File: src/rtl/pwr_iso_ctrl.sv
module pwr_iso_ctrl #(
  parameter int ACK_DLY = 3
) (
  input  logic       clk,
  input  logic       rst_n,
  input  logic       disc_we,
  input  logic       disc_wd,
  input  logic       off_we,
  input  logic       off_wd,
  input  logic       pdn_we,
  input  logic       pdn_wd,
  input  logic       latch_we,
  input  logic       latch_wd,
  input  logic       force_on,
  input  logic       seq_run_en,
  output logic       bus_isolate,
  output logic       disc_status,
  output logic       disc_ack,
  output logic       pwroff_req,
  output logic       pwroff_cmd,
  output logic       pd_ack,
  output logic       pd_busy,
  output logic       io_latch_en,
  output logic [1:0] aon_stat
);

  logic               disc_q, pdn_q, latch_q, off_q;
  logic [1:0]         iso_pipe, ack_pipe;
  logic [ACK_DLY-1:0] pd_pipe;
  logic [ACK_DLY:0]   pd_next;
  logic               iso_term;

  assign iso_term = (disc_q & ~force_on) | pd_ack;
  assign pd_next  = {pd_pipe, pdn_q};

  always_ff @(posedge clk or negedge rst_n) begin
    if (!rst_n) begin
      disc_q   <= 1'b0;
      pdn_q    <= 1'b0;
      latch_q  <= 1'b0;
      off_q    <= 1'b0;
      iso_pipe <= '0;
      ack_pipe <= '0;
      pd_pipe  <= '0;
    end else begin
      if (disc_we)  disc_q  <= disc_wd;
      if (pdn_we)   pdn_q   <= pdn_wd;
      if (latch_we) latch_q <= latch_wd;
      if (off_we && off_wd) off_q <= 1'b1;
      iso_pipe <= {iso_pipe[0], iso_term};
      ack_pipe <= {ack_pipe[0], disc_q};
      pd_pipe  <= pd_next[ACK_DLY-1:0];
    end
  end

  assign bus_isolate = iso_pipe[1];
  assign disc_status = iso_pipe[1];
  assign disc_ack    = ack_pipe[1];
  assign pwroff_req  = off_q;
  assign pwroff_cmd  = off_q & ~force_on & iso_pipe[1];
  assign pd_ack      = pd_pipe[ACK_DLY-1];
  assign pd_busy     = pdn_q | pd_ack;
  assign io_latch_en = latch_q;
  assign aon_stat    = {force_on, seq_run_en};

endmodule


File: config.mk
export PLATFORM = sky130hd
export DESIGN_NAME = pwr_iso_ctrl
export DESIGN_NICKNAME = d
export VERILOG_FILES = /design/src/rtl/pwr_iso_ctrl.sv
export SDC_FILE = /design/constraint.sdc
export NUM_CORES = 1
export LEC_CHECK = 0
export BUFFER_PORTS_ARGS = -buffer_cell sky130_fd_sc_hd__buf_2
export CAP_MARGIN = 15
export CORE_AREA = 2 2 39 41
export CTS_BUF_LIST = sky130_fd_sc_hd__clkbuf_4 sky130_fd_sc_hd__clkbuf_8
export CTS_CLUSTER_SIZE = 30
export DETAILED_ROUTE_END_ITERATION = 8
export DIE_AREA = 0 0 41 43
export PLACE_DENSITY_LB_ADDON = 0.3
export SYNTH_ARGS = -nofsm -noshare
export SYNTH_HDL_FRONTEND = slang
export SYNTH_SLANG_ARGS = --single-unit
File: constraint.sdc
create_clock -name clk -period 1.6 [get_ports clk]
set_input_delay 0.08 -clock clk [delete_from_list [all_inputs] [get_ports clk]]
set_output_delay 0.08 -clock clk [all_outputs]
set_load 0.01 [all_outputs]
-- Word level (Yosys, flattened, before mapping)
Index checks and enable logic that the tools add are counted.
- output and inout bits: 10
- logic and storage cells: 14
- input port bits: 12
- flip-flop bits (word level): 11
- reduce and logical (&&, ||, !) cells: 1
- bitwise operators: 6
- operator list (kind ; number):
    AND 1 bit ; 3
    bitwise OR 1 bit ; 2
    logical AND 1 bit ; 1
    NOT 1 bit ; 1

-- Logic depth before layout (Yosys ltp)
Gate-level depths: netlist of the first run.
- depth in word-level cells: 3
- depth in mapped cells: 2
- gate-level depth less buffers: 2

-- Least setup slack after synthesis of the first run
No wires, ideal clock.
- path kind: reg2out
- start: register pd_pipe[2]
- end: output pd_busy
- data required time: 1.520 ns
- arrival: 0.727 ns
- slack: 0.793 ns
- cell stages (with the launch flop): 2
- buffers on the path: 0
- path through: dfrtp_1 -> or2_2
- longest elaborated chain between the ends: 1
- RTL lines (item ; RTL line ; text):
    start, declared ; 29 ; logic [ACK_DLY-1:0] pd_pipe;
    start signal, assigned ; 52 ; pd_pipe <= pd_next[ACK_DLY-1:0];
    bitwise OR 1 bit ; 62 ; assign pd_busy = pdn_q | pd_ack;
    end, declared ; 22 ; output logic pd_busy,
No other way between the ends.

-- Final worst setup path of the first run
Ends and elaborated chain as after synthesis.

==> out/summary.log, run 1 <==
qor: status.run_status finished clean
qor: clock_tree.worst_skew_pair.late_latency 0.26 ns
qor: floorplan.die_y 43 um
qor: floorplan.floorplan.initialDensity 0.270
qor: floorplan.floorplan.core_area 1380 um2
qor: setup_path.worst_ep_required_time 1.52 ns
qor: timing.maxSlewViolCount 0
qor: detailed_routing.avgRoutedWirePerCell 9.58 um
qor: clock_tree.cts_made_buffers 3
qor: power.internal-power 0.456 mW
qor: power.powerDensity 1140 nW/um2
qor: synth.synthDominantAreaCellType sky130_fd_sc_hd__dfrtp_1
qor: synth.synth_flop_cell sky130_fd_sc_hd__dfrtp_1
qor: flow_run.cap_violations 0
qor: floorplan.fp-row-count 14
qor: layout.final_cell_count_no_fill 59
qor: timing.worst_slew_margin_rel 0.843
qor: synth.synth_enable_flop_cells 0
qor: power.clockPowerShare 0.338
qor: timing.final.setup_skew 0.00274 ns
qor: setup_path.critical_path_at 1.07 ns
qor: detailed_routing.initialDrtViolationCount 2
qor: layout.drive_gt1_frac 0.628
qor: setup_path.worst-r2r-cell-count 1
qor: clock_tree.cts_tree built
qor: floorplan.top_level_ports 22
qor: placement.io_buffer_count 19
qor: timing.max_freq 868 MHz
qor: setup_path.buf_inv_on_cp 1
qor: grt.grt_first_pass_wirelength 1000 um
qor: placement.detailed_place.area 467 um2
qor: timing.timing.final.crit_period 1.15 ns
qor: synth.syn_area 374 um2
qor: detailed_routing.first_pass_drt_iterations 2
qor: setup_path.cp_slowest_stage_delay 0.39 ns
qor: synth.synth_seq_cells 11
qor: synth.number_of_standard_cells_after_synthesis 22
qor: setup_path.critical_path.max_fanout 3
qor: layout.final_net_count 56
qor: power.power_switching_share 0.212
qor: clock_tree.clock-sinks 11
qor: detailed_routing.total_number_of_vias 239
qor: worst_hold_path.min-delay-path-class in2reg
qor: power.p_leak 0.265 nW
qor: worst_hold_path.hold_path_depth 2
qor: detailed_routing.routed_wirelength 565 um
qor: timing.setup_repair_after_global_routing_missed_its_margin false
qor: grt.grt_start_max_net_pins 12
qor: synth.mappedNetlistNets 34
qor: detailed_routing.ant_nets 0
qor: grt.grt.total_usage 0.0929
qor: floorplan.die_area 1760 um2
qor: floorplan.die-width 41 um
qor: synth.netlist-cell-type-count 7
qor: layout.postLayoutCellArea 507 um2
qor: synth.post_synth_main_area_contributors sky130_fd_sc_hd__dfrtp_1 (74%), sky130_fd_sc_hd__mux2_4 (12%), sky130_fd_sc_hd__buf_4 (6.0%)
qor: synth.post-synth-top-count-cell sky130_fd_sc_hd__dfrtp_1
qor: setup_path.crit_slowest_cell sky130_fd_sc_hd__dfrtp_1
qor: power.power.share.combinational 0.118
qor: placement.gp_congestion 0.587
qor: timing.final.period_utilization 0.720
qor: placement.dp.cells 54
qor: synth.post_synth_most_frequent_cells sky130_fd_sc_hd__dfrtp_1 (11), sky130_fd_sc_hd__buf_4 (3), sky130_fd_sc_hd__mux2_4 (3), sky130_fd_sc_hd__a21o_1 (2)
qor: power.worst_ir_drop_vdd 0.411 mV
qor: layout.num_antenna_cells 0
qor: grt.first_global_vias 242
qor: power.seq_pwr_share 0.545
qor: clock_tree.cts_root_buf sky130_fd_sc_hd__clkbuf_4
qor: grt.grt_antenna_before_repair 0
qor: synth.yosys_warnings 0
qor: detailed_routing.drt-vias-per-instance 4.05
qor: setup_path.critical-path-top-delay-family flip-flops
qor: synth.yosys.area.top_type_share 0.736
qor: synth.synthArstFlopShare 1.00
qor: clock_tree.ctsLongestPathBuffers 2
qor: clock_tree.post_cts_resized 0
qor: clock_tree.clock_tree.htree_level_count 1
qor: setup_path.path_class reg2out
qor: grt.overflow 0
qor: clock_tree.reg_clk_slew_reported_paths 0.07 ns
qor: timing.setup-tns-final 0 ns
qor: timing.worst-slew-pin-transition 0.235 ns
qor: layout.area_delta_synth_final 35.5%
qor: synth.synth-seq-area-share 0.736
qor: clock_tree.cts_setup_buffers 0
qor: setup_path.setup.worst_path.end_class output pin
qor: power.power.switching 0.122 mW
qor: setup_path.worstPathCellList or2_2 > buf_2
qor: synth.synth.avg_cell_area 17.0 um2
qor: timing.setup_viol 0
qor: timing.endpoints_failing_hold 0
qor: detailed_routing.drt_drc_violations_left 0
qor: setup_path.crit_cells 2
qor: setup_path.critical_path.startpoint_type register
==> what timing repair did <==
| item | 4_1_cts | 5_1_grt |
|---|---|---|
| hold endpoints to repair | 11 | 0 |
| endpoints found under the setup margin | 0 | 0 |
| hold buffers | 1 | 0 |
==> power by group through the flow <==
stage	combinational [mW]	clock (mW)	sequential, mW
3_5_place_dp	0.0675	0	0.321
6_report	0.0680	0.195	0.315
5_1_grt	0.0781	0.225	0.319
2_1_floorplan	0.0326	0	0.324
3_3_place_gp	0.0677	0	0.320
4_1_cts	0.0695	0.208	0.316
==> stage by stage <==
stage          hold slack [ns]  power [mW]  utilization  setup WS, ns
2_1_floorplan           -0.216       0.357            -         0.793
3_3_place_gp           -0.0419       0.388        0.337         0.736
3_5_place_dp           -0.0437       0.388        0.337         0.730
4_1_cts                 0.0140       0.593        0.366         0.430
5_1_grt                 0.0232       0.622        0.366         0.394
6_report                0.0220       0.578        0.366         0.448
==> kinds of logic (layout without fill, tap and decap cells) <==
logic type / Yosys count / count (layout) / share of synthesized area
flip-flops: 11 / 11 / 0.736
AO/OA/AOI/OAI: 2 / 2 / 0.0401
multiplexers: 3 / 3 / 0.120
buffers and inverters: 4 / 25 / 0.0702
AND/OR/NAND/NOR: 2 / 2 / 0.0335
==> worst paths after layout <==
path / start / end / slack (ns)
worst max-delay path: pd_pipe[2] / pd_busy / 0.45
max in group asynchronous: rst_n / pd_pipe[2] / 1.18
min in group asynchronous: rst_n / iso_pipe[1] / 0.22
worst max register to register: disc_q / disc_q / 0.83
worst min register to register: iso_pipe[0] / iso_pipe[1] / 0.35
worst min-delay path: off_wd / pwroff_req / 0.02
==> cell type report <==
class	instances	area, um2
inverters	1	3.75
fillers	140	877
well taps	16	20.0
multi-input cells	7	72.6
clock buffers	4	30.0
flip-flops and latches	11	275
repair buffers	20	105
==> metal layers <==
layer  track usage  share of wire
met3        0.0314           0.11
met4         0.100          0.018
met1         0.108           0.39
met2         0.119           0.48
met5             0              0
==> layout by cell type, fill, tap and decap left out <==
| master | n |
|---|---|
| sky130_fd_sc_hd__inv_1 | 1 |
| sky130_fd_sc_hd__and3_1 | 1 |
| sky130_fd_sc_hd__dfrtp_1 | 11 |
| sky130_fd_sc_hd__clkbuf_4 | 4 |
| sky130_fd_sc_hd__buf_2 | 19 |
| sky130_fd_sc_hd__mux2_4 | 3 |
| sky130_fd_sc_hd__or2_2 | 1 |
| sky130_fd_sc_hd__dlygate4sd3_1 | 1 |
| sky130_fd_sc_hd__a21o_1 | 2 |
==> registers in the layout (all words and copies together) (netlist names) <==
signal       cells
pwroff_req       1
pd_pipe          3
ack_pipe         2
iso_pipe         2
disc_q           1
io_latch_en      1
pdn_q            1
No activity file was read; power rests on OpenSTA's default activity.
==> run 2, diff against run 1 <==
- ABC_AREA: default -> 1
- clock period: 1.6 -> 1 ns (I/O delays scaled with it)
==> run 2 against run 1 <==
Effect of this change:
- the run now ends with setup timing left
- register-to-register slack worse by 0.54 ns
- final area is 19% higher
- count of clock-buffer cells in the layout stayed put
- global-route usage is 0.61 points higher
- power is 63% higher
- critical path depth stayed put
- first-iteration DRC count is 50% higher
- cell count is 39% higher
- sequential share of layout area is 8.5 points lower
- wire length is 19% higher
- synthesized cell count is 64% higher
- sequential power is 58% higher
- critical endpoint unchanged
- highest routed layer unchanged
==> out/summary.log, run 2 <==
qor: status.run_status finished, violations left
qor: status.failed_checks setup timing
qor: worst_hold_path.min_from latch_we
qor: placement.gp_congestion 0.544 [-7.4%]
qor: grt.grt.total_usage 0.0990 [+0.00612]
qor: placement.dp.cells 68 [+26%]
qor: floorplan.fp-row-count 14 [unchanged]
qor: clock_tree.clock_tree.htree_level_count 1 [unchanged]
qor: floorplan.top_level_ports 22 [unchanged]
qor: synth.synthArstFlopShare 1.00 [unchanged]
qor: clock_tree.post_cts_resized 0 [unchanged]
qor: detailed_routing.initialDrtViolationCount 3 [+1]
qor: timing.setup_repair_after_global_routing_missed_its_margin true
qor: setup_path.buf_inv_on_cp 1 [unchanged]
qor: setup_path.critical_path_at 0.99 ns [-0.08 ns]
qor: layout.n_fill_cell 129 [-7.9%]
qor: layout.final_cell_mix sky130_fd_sc_hd__buf_2 (19), sky130_fd_sc_hd__nand2_1 (14), sky130_fd_sc_hd__dfrtp_1 (11)
qor: detailed_routing.total_number_of_vias 305 [+28%]
qor: layout.drive_gt1_frac 0.379 [-0.249]
qor: power.worst_ir_drop_vdd 1.18 mV [+190%]
qor: timing.setup_slack -0.0436 ns [-0.492 ns]
qor: floorplan.die_area 1760 um2 [unchanged]
qor: setup_path.crit_slowest_cell sky130_fd_sc_hd__dfrtp_1
qor: power.power_switching_share 0.220 [+0.00789]
qor: synth.post-synth-top-count-cell sky130_fd_sc_hd__nand2_1
qor: power.seq_pwr_share 0.526 [-0.019]
qor: floorplan.die-width 41 um [unchanged]
qor: layout.postLayoutCellArea 601 um2 [+19%]
qor: synth.yosys_warnings 0 [unchanged]
qor: synth.number_of_standard_cells_after_synthesis 36 [+64%]
qor: setup_path.crit-reg2reg-launch pdn_q
qor: timing.endpoints_failing_hold 0 [unchanged]
qor: floorplan.die_y 43 um [unchanged]
qor: timing.worst-slew-pin-transition 0.230 ns [-0.00580 ns]
qor: clock_tree.reg_clk_slew_reported_paths 0.07 ns [about the same]
qor: detailed_routing.drt-vias-per-instance 3.72 [-8.2%]
qor: layout.area_delta_synth_final 56.9%
qor: setup_path.worst-r2r-cell-count 3 [+2]
qor: setup_path.path_class reg2out
qor: flow_run.cap_violations 0 [unchanged]
qor: setup_path.worstReg2RegEnd pdn_q
qor: layout.final_net_count 79 [+41%]
qor: timing.worst_slew_margin_rel 0.847 [+0.00387]
qor: setup_path.critical_path.max_fanout 2 [-1]
qor: setup_path.setup.worst_path.end_class output pin
qor: layout.postLayoutCoreUtil 0.434 [+0.0678]
qor: layout.final_cell_count_no_fill 82 [+39%]
qor: layout.final_common_cell sky130_fd_sc_hd__buf_2
qor: floorplan.floorplan.initialDensity 0.277 [+0.00633]
qor: clock_tree.worst_skew_pair.late_latency 0.26 ns [about the same]
qor: clock_tree.cts_tree built
qor: power.power.switching 0.207 mW [+69%]
qor: timing.setup_viol 1 [+1]
qor: grt.grt_antenna_before_repair 0 [unchanged]
qor: grt.first_global_vias 299 [+24%]
qor: grt.overflow 0 [unchanged]
qor: setup_path.critical_path.startpoint_type register
qor: power.power.share.combinational 0.141 [+0.023]
qor: synth.netlist-cell-type-count 6 [-1]
qor: layout.registers_with_the_most_flip_flops pd_pipe x3, ack_pipe x2, iso_pipe x2
qor: grt.grt_first_pass_wirelength 1050 um [+4.8%]
qor: synth.synthDominantAreaCellType sky130_fd_sc_hd__dfrtp_1
qor: grt.grt_start_max_net_pins 12 [unchanged]
qor: power.powerDensity 1570 nW/um2 [+38%]
qor: timing.maxSlewViolCount 0 [unchanged]
qor: synth.synth-seq-area-share 0.719 [-0.0168]
qor: synth.syn_area 383 um2 [+2.3%]
qor: clock_tree.cts_root_buf sky130_fd_sc_hd__clkbuf_4
qor: timing.final.setup_skew 0.00651 ns [+0.00377 ns]
qor: detailed_routing.avgRoutedWirePerCell 8.21 um [-14%]
qor: clock_tree.clock-sinks 11 [unchanged]
qor: detailed_routing.routed_wirelength 673 um [+19%]
qor: synth.mappedNetlistNets 48 [+41%]
qor: setup_path.cp_slowest_stage_delay 0.38 ns [about the same]
qor: timing.final.period_utilization 1.04
qor: clock_tree.cts_made_buffers 3 [unchanged]
qor: layout.num_antenna_cells 0 [unchanged]
qor: detailed_routing.first_pass_drt_iterations 2 [unchanged]
qor: timing.worst_hold_slack 0.00411 ns [-0.0179 ns]
qor: synth.synth_seq_cells 11 [unchanged]
qor: detailed_routing.ant_nets 0 [unchanged]
qor: worst_hold_path.min-delay-path-class in2reg
qor: synth.yosys.area.top_type_share 0.719 [-0.0168]
qor: synth.post_synth_main_area_contributors sky130_fd_sc_hd__dfrtp_1 (72%), sky130_fd_sc_hd__nand2_1 (14%), sky130_fd_sc_hd__buf_4 (5.9%)
qor: detailed_routing.drt_drc_violations_left 0 [unchanged]
qor: placement.io_buffer_count 19 [unchanged]
qor: worst_hold_path.hold_path_depth 3 [+1]
qor: placement.detailed_place.area 475 um2 [+1.9%]
qor: floorplan.floorplan.core_area 1380 um2 [unchanged]
qor: timing.timing.final.crit_period 1.04 ns
qor: synth.synth_enable_flop_cells 0 [unchanged]
qor: clock_tree.ctsLongestPathBuffers 2 [unchanged]
qor: synth.synth.avg_cell_area 10.6 um2 [-37%]
qor: power.clockPowerShare 0.333 [-0.005]
qor: layout.largest_reg_flops 3 [unchanged]
qor: setup_path.worst-r2r-setup-slack 0.29 ns [-0.54 ns]
qor: layout.max_flop_register pd_pipe
qor: synth.post_synth_most_frequent_cells sky130_fd_sc_hd__nand2_1 (14), sky130_fd_sc_hd__dfrtp_1 (11), sky130_fd_sc_hd__inv_1 (6), sky130_fd_sc_hd__buf_4 (3)
qor: setup_path.worstPathCellList or2_1 > buf_2
qor: setup_path.critical-path-top-delay-family flip-flops
qor: setup_path.worst_ep_required_time 0.95 ns [-0.57 ns]
qor: setup_path.crit_path_start pdn_q
qor: power.p_leak 0.344 nW [+30%]
qor: timing.max_freq 958 MHz
qor: synth.synth_flop_cell sky130_fd_sc_hd__dfrtp_1
qor: worst_hold_path.worst_hold_path.endpoint io_latch_en
qor: power.internal-power 0.737 mW [+62%]
-- run 2: power groups by stage --
stage,clock network [mW],logic [mW],registers [mW]
2_1_floorplan,0,0.0443,0.512
3_3_place_gp,0,0.0998,0.505
3_5_place_dp,0,0.0996,0.508
4_1_cts,0.329,0.136,0.498
5_1_grt,0.360,0.151,0.501
6_report,0.314,0.133,0.497
-- run 2: worst max path at each step --
stage                          to  slack (ns)  cells past startpoint
after floorplan           pd_busy        0.28                      1
after global placement    pd_busy        0.24                      2
after detailed placement  pd_busy        0.22                      2
after CTS                 pd_busy       -0.05                      2
after global routing      pd_busy       -0.08                      2
final                     pd_busy       -0.04                      2
-- run 2: worst min-delay path: cells and delay by family --
family / cells / cell delay [ns]
and+or+nand+nor: 2 / 0.11
buffers and inverters: 1 / 0.08
-- run 2: cells by family (layout without fill, tap and decap cells) --
| group | count (synthesis) | after routing | synth area share |
|---|---|---|---|
| buffers and inverters | 9 | 39 | 0.118 |
| and+or+nand+nor | 16 | 16 | 0.163 |
| DFF | 11 | 11 | 0.719 |
-- run 2: what timing repair did --
action,in CTS,in global routing
buffers inserted,2,0
pin swaps,1,0
endpoints found under the hold margin,15,0
endpoints found under the setup margin,1,2
hold buffers,8,0
-- run 2: area by class of cell --
| type | count | area [um2] | area share |
|---|---|---|---|
| Sequential cell | 11 | 275 | 0.458 |
| Timing Repair Buffer | 29 | 190 | 0.317 |
| Multi-Input combinational cell | 16 | 62.6 | 0.104 |
| Clock buffer | 4 | 30.0 | 0.0500 |
| Inverter | 6 | 22.5 | 0.0375 |
| Tap cell | 16 | 20.0 | 0.0333 |
-- run 2: layer usage --
layer  up-vias  share of wire  global-route usage  wire length, um
met2        17           0.44               0.144              293
met1       127           0.42              0.0814              280
met3         2           0.13              0.0942               87
li1        159              -                   -                -
met5         -              0                   0                0
met4         0          0.018              0.0600               12
-- run 2: stage by stage --
| stage | setup TNS [ns] | total power, mW | setup slack (ns) |
|---|---|---|---|
| after CTS | -0.0533 | 0.962 | -0.0533 |
| after global routing | -0.0851 | 1.01 | -0.0805 |
| after global placement | 0 | 0.605 | 0.241 |
| final | -0.0436 | 0.944 | -0.0436 |
| after detailed placement | 0 | 0.607 | 0.220 |
| after floorplan | 0 | 0.556 | 0.282 |
